[config.mk]
export PLATFORM = sky130hd
export DESIGN_NAME = nfc_ctrl
export DESIGN_NICKNAME = d
export VERILOG_FILES = /design/src/rtl/nfc_pkg.sv /design/src/rtl/nfc_sync.sv /design/src/rtl/nfc_seq.sv /design/src/rtl/nfc_regs.sv /design/src/rtl/nfc_ctrl.sv
export SDC_FILE = /design/constraint.sdc
export NUM_CORES = 1
export LEC_CHECK = 0
export BUFFER_PORTS_ARGS = -buffer_cell sky130_fd_sc_hd__buf_2
export CORE_MARGIN = 4
export CORE_UTILIZATION = 49
export CTS_BUF_LIST = sky130_fd_sc_hd__clkbuf_8
export DETAILED_ROUTE_END_ITERATION = 7
export HOLD_SLACK_MARGIN = 0.06
export PLACE_DENSITY = 0.72
export REMOVE_ABC_BUFFERS = 1
export SETUP_SLACK_MARGIN = 0.05
export SLEW_MARGIN = 20
export SYNTH_ARGS = -nofsm -noshare
export SYNTH_HDL_FRONTEND = slang
export SYNTH_SLANG_ARGS = --single-unit
[constraint.sdc]
create_clock -name clk -period 2.2 [get_ports clk]
set_input_delay 0.11 -clock clk [delete_from_list [all_inputs] [get_ports clk]]
set_output_delay 0.11 -clock clk [all_outputs]
set_load 0.005 [all_outputs]
[src/rtl/nfc_pkg.sv]
package nfc_pkg;
  localparam int unsigned RegIdxW   = 4;
  localparam int unsigned WordW     = 32;
  localparam int unsigned ByteW     = 8;
  localparam int unsigned TimFieldW = 4;
  localparam int unsigned CountW    = 16;
  localparam int unsigned SyncDepth = 2;
  localparam int unsigned NumFlags  = 2;

  localparam logic [RegIdxW-1:0] IDX_DATA  = 4'd0;
  localparam logic [RegIdxW-1:0] IDX_ADDR  = 4'd1;
  localparam logic [RegIdxW-1:0] IDX_CMD   = 4'd2;
  localparam logic [RegIdxW-1:0] IDX_CTRL  = 4'd3;
  localparam logic [RegIdxW-1:0] IDX_CFG   = 4'd4;
  localparam logic [RegIdxW-1:0] IDX_STAT  = 4'd5;
  localparam logic [RegIdxW-1:0] IDX_FLAG  = 4'd6;
  localparam logic [RegIdxW-1:0] IDX_IEN   = 4'd7;
  localparam logic [RegIdxW-1:0] IDX_ICLR  = 4'd8;
  localparam logic [RegIdxW-1:0] IDX_TIME  = 4'd9;
  localparam logic [RegIdxW-1:0] IDX_COUNT = 4'd10;

  localparam int unsigned CfgCeHoldBit = 5;
  localparam int unsigned CtrlResetBit = 2;
  localparam int unsigned FlagRdyBit   = 0;
  localparam int unsigned FlagTcBit    = 1;

  typedef enum logic [2:0] {PH_IDLE, PH_SETUP, PH_WIDTH, PH_HOLD, PH_WAIT} phase_e;
  typedef enum logic [1:0] {KIND_DATA, KIND_CMD, KIND_ADDR} kind_e;

  // Field order is fixed by the timing word layout (write half on top).
  typedef struct packed {
    logic [TimFieldW-1:0] w_rdy;
    logic [TimFieldW-1:0] w_width;
    logic [TimFieldW-1:0] w_hold;
    logic [TimFieldW-1:0] w_setup;
    logic [TimFieldW-1:0] r_rdy;
    logic [TimFieldW-1:0] r_width;
    logic [TimFieldW-1:0] r_hold;
    logic [TimFieldW-1:0] r_setup;
  } timing_t;
endpackage

[src/rtl/nfc_sync.sv]
module nfc_sync #(
  parameter int unsigned STAGES    = 2,
  parameter logic        RESET_VAL = 1'b1
) (
  input  logic clk,
  input  logic rst_n,
  input  logic din,
  output logic dout
);
  logic [STAGES-1:0] chain_q;

  generate
    for (genvar s = 0; s < STAGES; s++) begin : g_stage
      if (s == 0) begin : g_first
        always_ff @(posedge clk or negedge rst_n)
          if (!rst_n) chain_q[0] <= RESET_VAL;
          else        chain_q[0] <= din;
      end else begin : g_next
        always_ff @(posedge clk or negedge rst_n)
          if (!rst_n) chain_q[s] <= RESET_VAL;
          else        chain_q[s] <= chain_q[s-1];
      end
    end
  endgenerate

  assign dout = chain_q[STAGES-1];
endmodule

[src/rtl/nfc_seq.sv]
module nfc_seq
  import nfc_pkg::*;
(
  input  logic             clk,
  input  logic             rst_n,
  input  logic             start,
  input  logic             start_rd,
  input  kind_e            start_kind,
  input  logic [ByteW-1:0] start_byte,
  input  timing_t          timing,
  input  logic             ce_hold,
  input  logic [ByteW-1:0] dq_in,
  output logic             busy,
  output logic             ce_n,
  output logic             cle,
  output logic             ale,
  output logic             we_n,
  output logic             re_n,
  output logic             dq_oe,
  output logic [ByteW-1:0] dq_out,
  output logic             rd_done,
  output logic [ByteW-1:0] rd_byte,
  output logic             data_done
);
  phase_e               ph_q;
  logic [TimFieldW-1:0] cnt_q;
  logic                 rd_q;
  kind_e                kind_q;
  logic [ByteW-1:0]     wbyte_q;

  logic                 rd_sel;
  logic [TimFieldW-1:0] f_setup, f_width, f_hold, f_rdy;

  // Phase length is max(field,1); the counter holds length-1.
  function automatic logic [TimFieldW-1:0] load_len(input logic [TimFieldW-1:0] f);
    return (f == '0) ? '0 : f - 1'b1;
  endfunction

  always_comb begin
    rd_sel  = (ph_q == PH_IDLE) ? start_rd : rd_q;
    f_setup = rd_sel ? timing.r_setup : timing.w_setup;
    f_width = rd_sel ? timing.r_width : timing.w_width;
    f_hold  = rd_sel ? timing.r_hold  : timing.w_hold;
    f_rdy   = rd_sel ? timing.r_rdy   : timing.w_rdy;
  end

  always_ff @(posedge clk or negedge rst_n) begin
    if (!rst_n) begin
      ph_q      <= PH_IDLE;
      cnt_q     <= '0;
      rd_q      <= 1'b0;
      kind_q    <= KIND_DATA;
      wbyte_q   <= '0;
      rd_done   <= 1'b0;
      rd_byte   <= '0;
      data_done <= 1'b0;
    end else begin
      rd_done   <= 1'b0;
      data_done <= 1'b0;
      unique case (ph_q)
        PH_IDLE: if (start) begin
          ph_q    <= PH_SETUP;
          cnt_q   <= load_len(f_setup);
          rd_q    <= start_rd;
          kind_q  <= start_kind;
          wbyte_q <= start_byte;
        end
        PH_SETUP: if (cnt_q == '0) begin
          ph_q  <= PH_WIDTH;
          cnt_q <= load_len(f_width);
        end else cnt_q <= cnt_q - 1'b1;
        PH_WIDTH: if (cnt_q == '0) begin
          ph_q  <= PH_HOLD;
          cnt_q <= load_len(f_hold);
          if (rd_q) begin
            rd_byte <= dq_in;
            rd_done <= 1'b1;
          end
        end else cnt_q <= cnt_q - 1'b1;
        PH_HOLD: if (cnt_q == '0) begin
          ph_q      <= PH_WAIT;
          cnt_q     <= load_len(f_rdy);
          data_done <= (kind_q == KIND_DATA);
        end else cnt_q <= cnt_q - 1'b1;
        PH_WAIT: if (cnt_q == '0) ph_q <= PH_IDLE;
                 else cnt_q <= cnt_q - 1'b1;
        default: ph_q <= PH_IDLE;
      endcase
    end
  end

  logic on_bus;
  assign on_bus = (ph_q == PH_SETUP) || (ph_q == PH_WIDTH) || (ph_q == PH_HOLD);
  assign busy   = (ph_q != PH_IDLE);
  assign ce_n   = !(on_bus || ce_hold);
  assign cle    = on_bus && (kind_q == KIND_CMD);
  assign ale    = on_bus && (kind_q == KIND_ADDR);
  assign we_n   = !((ph_q == PH_WIDTH) && !rd_q);
  assign re_n   = !((ph_q == PH_WIDTH) && rd_q);
  assign dq_oe  = on_bus && !rd_q;
  assign dq_out = wbyte_q;
endmodule

[src/rtl/nfc_regs.sv]
module nfc_regs
  import nfc_pkg::*;
(
  input  logic               clk,
  input  logic               rst_n,
  input  logic               wr_en,
  input  logic               rd_en,
  input  logic [RegIdxW-1:0] idx,
  input  logic [WordW-1:0]   wdata,
  input  logic               rb_sync,
  input  logic               data_done,
  output timing_t            timing,
  output logic               ce_hold,
  output logic               rd_ack,
  output logic [WordW-1:0]   rdata,
  output logic               irq
);
  logic [WordW-1:0]    cfg_q;
  logic [NumFlags-1:0] flag_q, ien_q, set_v, clr_v;
  logic [CountW-1:0]   count_q;
  logic                rb_prev_q;
  logic                sw_rst;

  assign sw_rst = wr_en && (idx == IDX_CTRL) && wdata[CtrlResetBit];

  always_comb begin
    set_v = '0;
    set_v[FlagRdyBit] = rb_sync && !rb_prev_q;
    set_v[FlagTcBit]  = data_done && (count_q == CountW'(1));
    clr_v = (wr_en && (idx == IDX_ICLR)) ? wdata[NumFlags-1:0] : '0;
  end

  always_ff @(posedge clk or negedge rst_n) begin
    if (!rst_n) begin
      cfg_q     <= '0;
      flag_q    <= '0;
      ien_q     <= '0;
      count_q   <= '0;
      timing    <= '0;
      rb_prev_q <= 1'b1;
    end else begin
      rb_prev_q <= rb_sync;
      if (sw_rst) begin
        cfg_q   <= '0;
        flag_q  <= '0;
        ien_q   <= '0;
        count_q <= '0;
      end else begin
        flag_q <= (flag_q & ~clr_v) | set_v;
        if (data_done && count_q != '0) count_q <= count_q - 1'b1;
        if (wr_en) begin
          unique case (idx)
            IDX_CFG:   cfg_q   <= wdata;
            IDX_IEN:   ien_q   <= wdata[NumFlags-1:0];
            IDX_TIME:  timing  <= timing_t'(wdata);
            IDX_COUNT: count_q <= wdata[CountW-1:0];
            default: ;
          endcase
        end
      end
    end
  end

  always_ff @(posedge clk or negedge rst_n) begin
    if (!rst_n) begin
      rd_ack <= 1'b0;
      rdata  <= '0;
    end else begin
      rd_ack <= rd_en;
      if (rd_en) begin
        unique case (idx)
          IDX_CFG:   rdata <= cfg_q;
          IDX_STAT:  rdata <= WordW'(rb_sync);
          IDX_FLAG:  rdata <= WordW'(flag_q);
          IDX_IEN:   rdata <= WordW'(ien_q);
          IDX_TIME:  rdata <= timing;
          IDX_COUNT: rdata <= WordW'(count_q);
          default:   rdata <= '0;
        endcase
      end
    end
  end

  assign ce_hold = cfg_q[CfgCeHoldBit];
  assign irq     = |(flag_q & ien_q);
endmodule

[src/rtl/nfc_ctrl.sv]
module nfc_ctrl
  import nfc_pkg::*;
(
  input  logic               clk,
  input  logic               rst_n,
  input  logic               req_valid,
  output logic               req_ready,
  input  logic               req_write,
  input  logic [RegIdxW-1:0] req_idx,
  input  logic [WordW-1:0]   req_wdata,
  output logic               rsp_valid,
  output logic [WordW-1:0]   rsp_rdata,
  output logic               irq,
  output logic               nand_ce_n,
  output logic               nand_cle,
  output logic               nand_ale,
  output logic               nand_we_n,
  output logic               nand_re_n,
  output logic [ByteW-1:0]   nand_dq_out,
  output logic               nand_dq_oe,
  input  logic [ByteW-1:0]   nand_dq_in,
  input  logic               nand_rb
);
  logic       acc, bus_idx, bus_start, reg_wr, reg_rd;
  logic       busy, rd_done, data_done, ce_hold, rb_sync, reg_ack;
  logic [ByteW-1:0] rd_byte;
  logic [WordW-1:0] reg_rdata;
  timing_t    timing;
  kind_e      kind;

  assign acc     = req_valid && req_ready;
  assign bus_idx = (req_idx == IDX_DATA) || (req_idx == IDX_CMD) || (req_idx == IDX_ADDR);
  assign bus_start = acc && (req_write ? bus_idx : (req_idx == IDX_DATA));
  assign reg_wr  = acc && req_write && !bus_idx;
  assign reg_rd  = acc && !req_write && (req_idx != IDX_DATA);
  assign kind    = (req_idx == IDX_CMD)  ? KIND_CMD :
                   (req_idx == IDX_ADDR) ? KIND_ADDR : KIND_DATA;

  nfc_sync #(.STAGES(SyncDepth), .RESET_VAL(1'b1)) u_rb_sync (
    .clk(clk), .rst_n(rst_n), .din(nand_rb), .dout(rb_sync));

  nfc_seq u_seq (
    .clk(clk), .rst_n(rst_n), .start(bus_start), .start_rd(!req_write),
    .start_kind(kind), .start_byte(req_wdata[ByteW-1:0]), .timing(timing),
    .ce_hold(ce_hold), .dq_in(nand_dq_in), .busy(busy), .ce_n(nand_ce_n),
    .cle(nand_cle), .ale(nand_ale), .we_n(nand_we_n), .re_n(nand_re_n),
    .dq_oe(nand_dq_oe), .dq_out(nand_dq_out), .rd_done(rd_done),
    .rd_byte(rd_byte), .data_done(data_done));

  nfc_regs u_regs (
    .clk(clk), .rst_n(rst_n), .wr_en(reg_wr), .rd_en(reg_rd), .idx(req_idx),
    .wdata(req_wdata), .rb_sync(rb_sync), .data_done(data_done),
    .timing(timing), .ce_hold(ce_hold), .rd_ack(reg_ack), .rdata(reg_rdata),
    .irq(irq));

  assign req_ready = !busy;
  assign rsp_valid = rd_done || reg_ack;
  assign rsp_rdata = rd_done ? {{(WordW-ByteW){1'b0}}, rd_byte} : reg_rdata;
endmodule

# Word-level counts from Yosys, hierarchy flattened
# Index checks and enable logic that the tools add are counted.
# op_classes
n_eq_ne	23
bitwise	5
n_addsub	6
muxes	43
n_reduce_logical	54
# ops
op	n
$pmux W32 S6	1
$mux W32	4
$mux W16	4
$mux W4	13
$logic_not A4 Y1	6
$pmux W4 S5	1
$sub A4 B1 Y4 const B	5
$logic_and A1 B1 Y1	17
$eq A16 B1 Y1 const B	1
$eq A4 B3 Y1 const B	4
$reduce_bool A16 Y1	1
$sub A16 B1 Y16 const B	1
$mux W3	5
$pmux W3 S5	1
$mux W2	7
$eq A4 B4 Y1 const B	3
$reduce_and A3 Y1	3
$eq A4 B2 Y1 const B	2
$logic_not A1 Y1	8
$ne A2 B1 Y1 const B	4
$mux W1	7
$eq A3 B2 Y1 const B	2
$logic_or A1 B1 Y1	6
$reduce_and A2 Y1	3
18 further kinds	22
# totals
register_bits	148
elab_cells	156
out_inout_bits	49
input_bits	49

# Longest topological paths before layout
# depth
word_depth	11
depth_mapped	10
mapped_depth_nobuf	7

# Cells and area by module
# A second synthesis with hierarchy kept.
# unflattened
hier_cells	813
area_unflattened_um2	7811.2
# modules_own_cells
mod	cells_each	area_per_inst_um2	seq_area_each_um2	instances
nfc_regs	529	5430.2	2954.1	1
nfc_seq	234	1954.4	700.7	1
nfc_ctrl	48	374.1	0.0	1
nfc_sync	2	52.6	52.6	1

# Least setup slack after synthesis
# No wires, ideal clock.
# synth_timing
kind	register to register
startpoint	reg u_regs.count_q[8]
endpoint	reg u_regs.count_q[1]
period_less_slack_ns	2.162
path_slack_ns	0.038
stages_incl_launch_ff	6
setup_time_ns	0.077
arrival_time_ns	2.085
t_required_ns	2.123
cell_sequence	dfrtp_1 -> or4_4 -> or4_4 -> o21ai_2 -> mux2_2 -> a21oi_1
# synth_via
elab_chain_len	6
# synth_rtl
item	line_no	source
start: declaration	nfc_regs.sv:20	logic [CountW-1:0] count_q;
start signal: assignment	nfc_regs.sv:50	if (data_done && count_q != '0) count_q <= count_q - 1'b1;
start signal: assignment	nfc_regs.sv:56	IDX_COUNT: count_q <= wdata[CountW-1:0];
$reduce_bool A16 Y1 (*)	nfc_regs.sv:50	
$logic_and A1 B1 Y1 (*)	nfc_regs.sv:50	
$mux W16 (*)	nfc_regs.sv:50	
$mux W16	nfc_regs.sv:52	unique case (idx)
$mux W16 (*)	nfc_regs.sv:51	if (wr_en) begin
$mux W16 (*)	nfc_regs.sv:43	if (sw_rst) begin
# Mark *: on every way between the ends. The rest lies on a longest branch, timed or not.
# A chain may end at the register's enable or synchronous reset.

# Worst setup path in the final report
# Same ends and word-level chain as after synthesis.

==> out/metrics.csv <==
stage,metric,value,unit
outcome,status,completed,
die,initial core utilization,50.36,%
critical_path,R2R Setup Slk,30,ps
logic_synthesis,post-synthesis xor/xnor area fraction,1.596,%
drt,DR WL/cell,18.02,um
die,Die Wd,133.2,um
drt,DRC viols,0,
sta,fin crit share,98.44,%
cells_and_area,share of cells above drive strength 1,27.86,%
logic_synthesis,synthesized area per cell,9.606,um^2
global_routing,gr ovfl total,0,
die,Die Ht,133.2,um
cells_and_area,filler instances,1263,
global_routing,first-pass GRT wire length,35.08,mm
logic_synthesis,"Distinct cells, synth",65,
cells_and_area,Sequential Area,0.003709,mm^2
sta,setup repair after global routing missed its margin,yes,
logic_synthesis,post-synthesis compound-gate area fraction,16.00,%
cells_and_area,"commonest non-fill, non-tap cells in the layout","dfrtp_1 (144), nand2_1 (133), buf_2 (96), mux2_2 (55)",
sta,setup TNS,0,ps
sta,Period minus WS final,2166,ps
logic_synthesis,synthesized flop and latch total,148,
sta,final-report hold violation count,0,
pwr,Leak,4.436,nW
critical_path,reg-to-reg endpoint,u_regs.count_q[1]$_DFF_PN0_,
logic_synthesis,Adder-Cell Fraction of Synth Area,0.8141,%
pwr,PwrDens,996.7,mW/mm^2
drt,Pre-antenna DRT Iters,5,
clocking,CTS H-tree lvls,4,
cells_and_area,final non-filler cell area,0.009693,mm^2
placement,IO Port Bufs,97,
logic_synthesis,fraction of registers with async set or reset after synthesis,100.0,%
clocking,CTS sink cnt,148,
cells_and_area,Layout area overhead,26.13,%
sta,worst hold margin,212.5,ps
logic_synthesis,simple-gate share of the synthesized area,20.42,%
sta,Setup Viol. Count Final,0,
clocking,root buffer cell,clkbuf_8,
critical_path,Critical Path RT,2600,ps
sta,Least-Margin Pin Slew,646.2,ps
global_routing,GRT Total Usage,24.71,%
sta,Final Slew Violations,0,
logic_synthesis,mux contribution to synthesized area,8.987,%
critical_path,Worst R2R Path Depth,5,
critical_path,crit path kind,reg2reg,
cells_and_area,Ant. Diodes,0,
drt,WL final,21.46,mm
clocking,clk buf depth,2,
logic_synthesis,largest family of logic cells by synthesized area,simple AND/OR/NAND/NOR gates,
logic_synthesis,"Seq/Total Area, Yosys",48.24,%
sta,max_slew headroom,56.92,%
logic_synthesis,post-synth design cell area,0.007685,mm^2
sta,clk_skew,12.11,ps
placement,global placement routability congestion,0.9488,
pwr,Peak VDD IR,435.0,uV
critical_path,Critical Path End Type,flip-flop,
cells_and_area,Multi-input gate area,0.003755,mm^2
global_routing,antenna violations before repair,0,
drt,vias,6770,
logic_synthesis,synth warn,0,
logic_synthesis,Post-synth EDFFs,0,
die,total die area,0.01775,mm^2
die,Ports,98,
clocking,Worst-Skew Late Latency,470,ps
critical_path,crit-path max FO,3,
cells_and_area,nets,1021,
global_routing,largest net degree at the start of global routing,68,
sta,Max Clk Rate,461.8,MHz
placement,Placed Area,0.008607,mm^2
drt,Iteration-0 DRC Markers,531,
global_routing,vias in the first global route,6735,
critical_path,CP arrival,2560,ps
clocking,"Reg clk slew, reported paths",90,ps
run,max-capacitance violation count,0,
hold_path,Hold Path Class,in2async,
drt,routed vias/inst,5.684,
placement,HPWL Detailed,14.70,mm
logic_synthesis,"Primary FF master, synth",dfrtp_1,
critical_path,Reg-to-Reg Start,u_regs.count_q[8]$_DFF_PN0_,
drt,remaining antenna violation count,0,
logic_synthesis,synthesized instance count,800,
clocking,Num CTS Buffers,17,
die,Cell Rows,45,
cells_and_area,"Cell Count, Final, Fillers Out",1191,
placement,placed insts,1105,
cells_and_area,"commonest non-fill, non-tap cell in the layout",dfrtp_1,
clocking,CTS tree,yes,
critical_path,Setup crit start kind,flip-flop,
die,area of the core,0.01526,mm^2
report_power, final:
| group | switching [mW] | internal, mW |
|---|---|---|
| sequential | 0.720 | 3.42 |
| clock | 1.08 | 1.41 |
| combinational | 1.54 | 1.49 |
| total | 3.34 | 6.32 |
critical path, stage by stage (launching register included):
cell and delay [ps]:
dfrtp_1 390, or4_4 540, or4_4 550, o21ai_4 170, mux2_4 320, a21oi_2 130
per-layer routing:
metal | GRT usage [%] | vias to the layer above | wire length, um
met4 | 6.971 | 0 | 262
met5 | 0 | - | 0
met2 | 40.60 | 197 | 10260
li1 | - | 3215 | -
met3 | 4.041 | 26 | 979
met1 | 34.16 | 3332 | 9963
how the worst max path moves through the flow:
stage | startpoint | to | depth (start not counted)
2_1_floorplan | req_idx[3] | u_regs.cfg_q[13]$_DFFE_PN0P_ | 5
3_3_place_gp | u_seq.ph_q[2]$_DFFE_PN0P_ | u_seq.cnt_q[3]$_DFFE_PN0P_ | 5
3_5_place_dp | u_seq.ph_q[2]$_DFFE_PN0P_ | u_seq.cnt_q[0]$_DFFE_PN0P_ | 6
4_1_cts | u_seq.ph_q[1]$_DFFE_PN0P_ | nand_ce_n | 5
5_1_grt | u_seq.cnt_q[0]$_DFFE_PN0P_ | u_seq.cnt_q[1]$_DFFE_PN0P_ | 8
6_report | u_regs.count_q[8]$_DFF_PN0_ | u_regs.count_q[1]$_DFF_PN0_ | 5
repair_timing:
| item | CTS | global route |
|---|---|---|
| hold buffers | 49 | 0 |
| pin swaps | 0 | 10 |
| endpoints found under the hold margin | 168 | 0 |
| gates cloned | 0 | 1 |
| gates resized for setup | 5 | 13 |
| endpoints found under the setup margin | 4 | 54 |
| setup buffers | 1 | 3 |
Yosys cell counts (15+ instances only):
library cell / instances / area [um^2]
a21oi_1: 49 / 245.2
mux2_2: 56 / 630.6
dfrtp_1: 145 / 3628
nand2_1: 133 / 499.2
buf_2: 15 / 75.07
nor2_1: 31 / 116.4
a22o_1: 15 / 131.4
nor3_1: 22 / 110.1
nor2b_1: 31 / 193.9
o21ai_1: 31 / 155.2
a22oi_1: 16 / 120.1
nand3_1: 29 / 145.1
clkbuf_1: 29 / 108.9
o21ai_0: 36 / 180.2
sequential cells by signal, summed over array words and instances, names as in the netlist:
name	flops
u_seq.kind_q	2
u_seq.ph_q	3
u_seq.cnt_q	4
u_seq.rd_q	1
u_regs.ien_q	2
u_rb_sync.chain_q	1
u_regs.count_q	16
u_regs.timing	32
u_seq.dq_out	8
u_seq.rd_done	1
u_regs.rd_ack	1
u_seq.rd_byte	8
u_regs.rdata	32
u_rb_sync.dout	1
u_regs.cfg_q	32
u_regs.rb_prev_q	1
u_seq.data_done	1
u_regs.flag_q	2
metrics by stage:
step | utilization (%) | worst slack, ps | power [mW]
4_1_cts | 62.93 | 50.93 | 9.617
2_1_floorplan | - | -1166 | 5.768
3_3_place_gp | 56.41 | 29.42 | 6.924
6_report | 63.53 | 34.37 | 9.661
3_5_place_dp | 56.41 | 6.494 | 7.002
5_1_grt | 63.53 | -29.06 | 10.25
kinds of logic after synthesis:
kind of cell	count (synthesis)
AOI/OAI and AO/OA	196
xor gates and xnor gates	14
adders and majority gates	5
buffers and inverters	60
DFF	148
muxes	62
and+or+nand+nor	315
final cells by class:
cell class / count / share of cell area (%)
clock buffers: 19 / 2.698
clock inverters: 13 / 2.130
inverters: 7 / 0.2840
multi-input cells: 592 / 38.74
flip-flops and latches: 148 / 38.26
well taps: 211 / 2.724
repair buffers: 201 / 15.17
(Power assumes the default switching activity.)
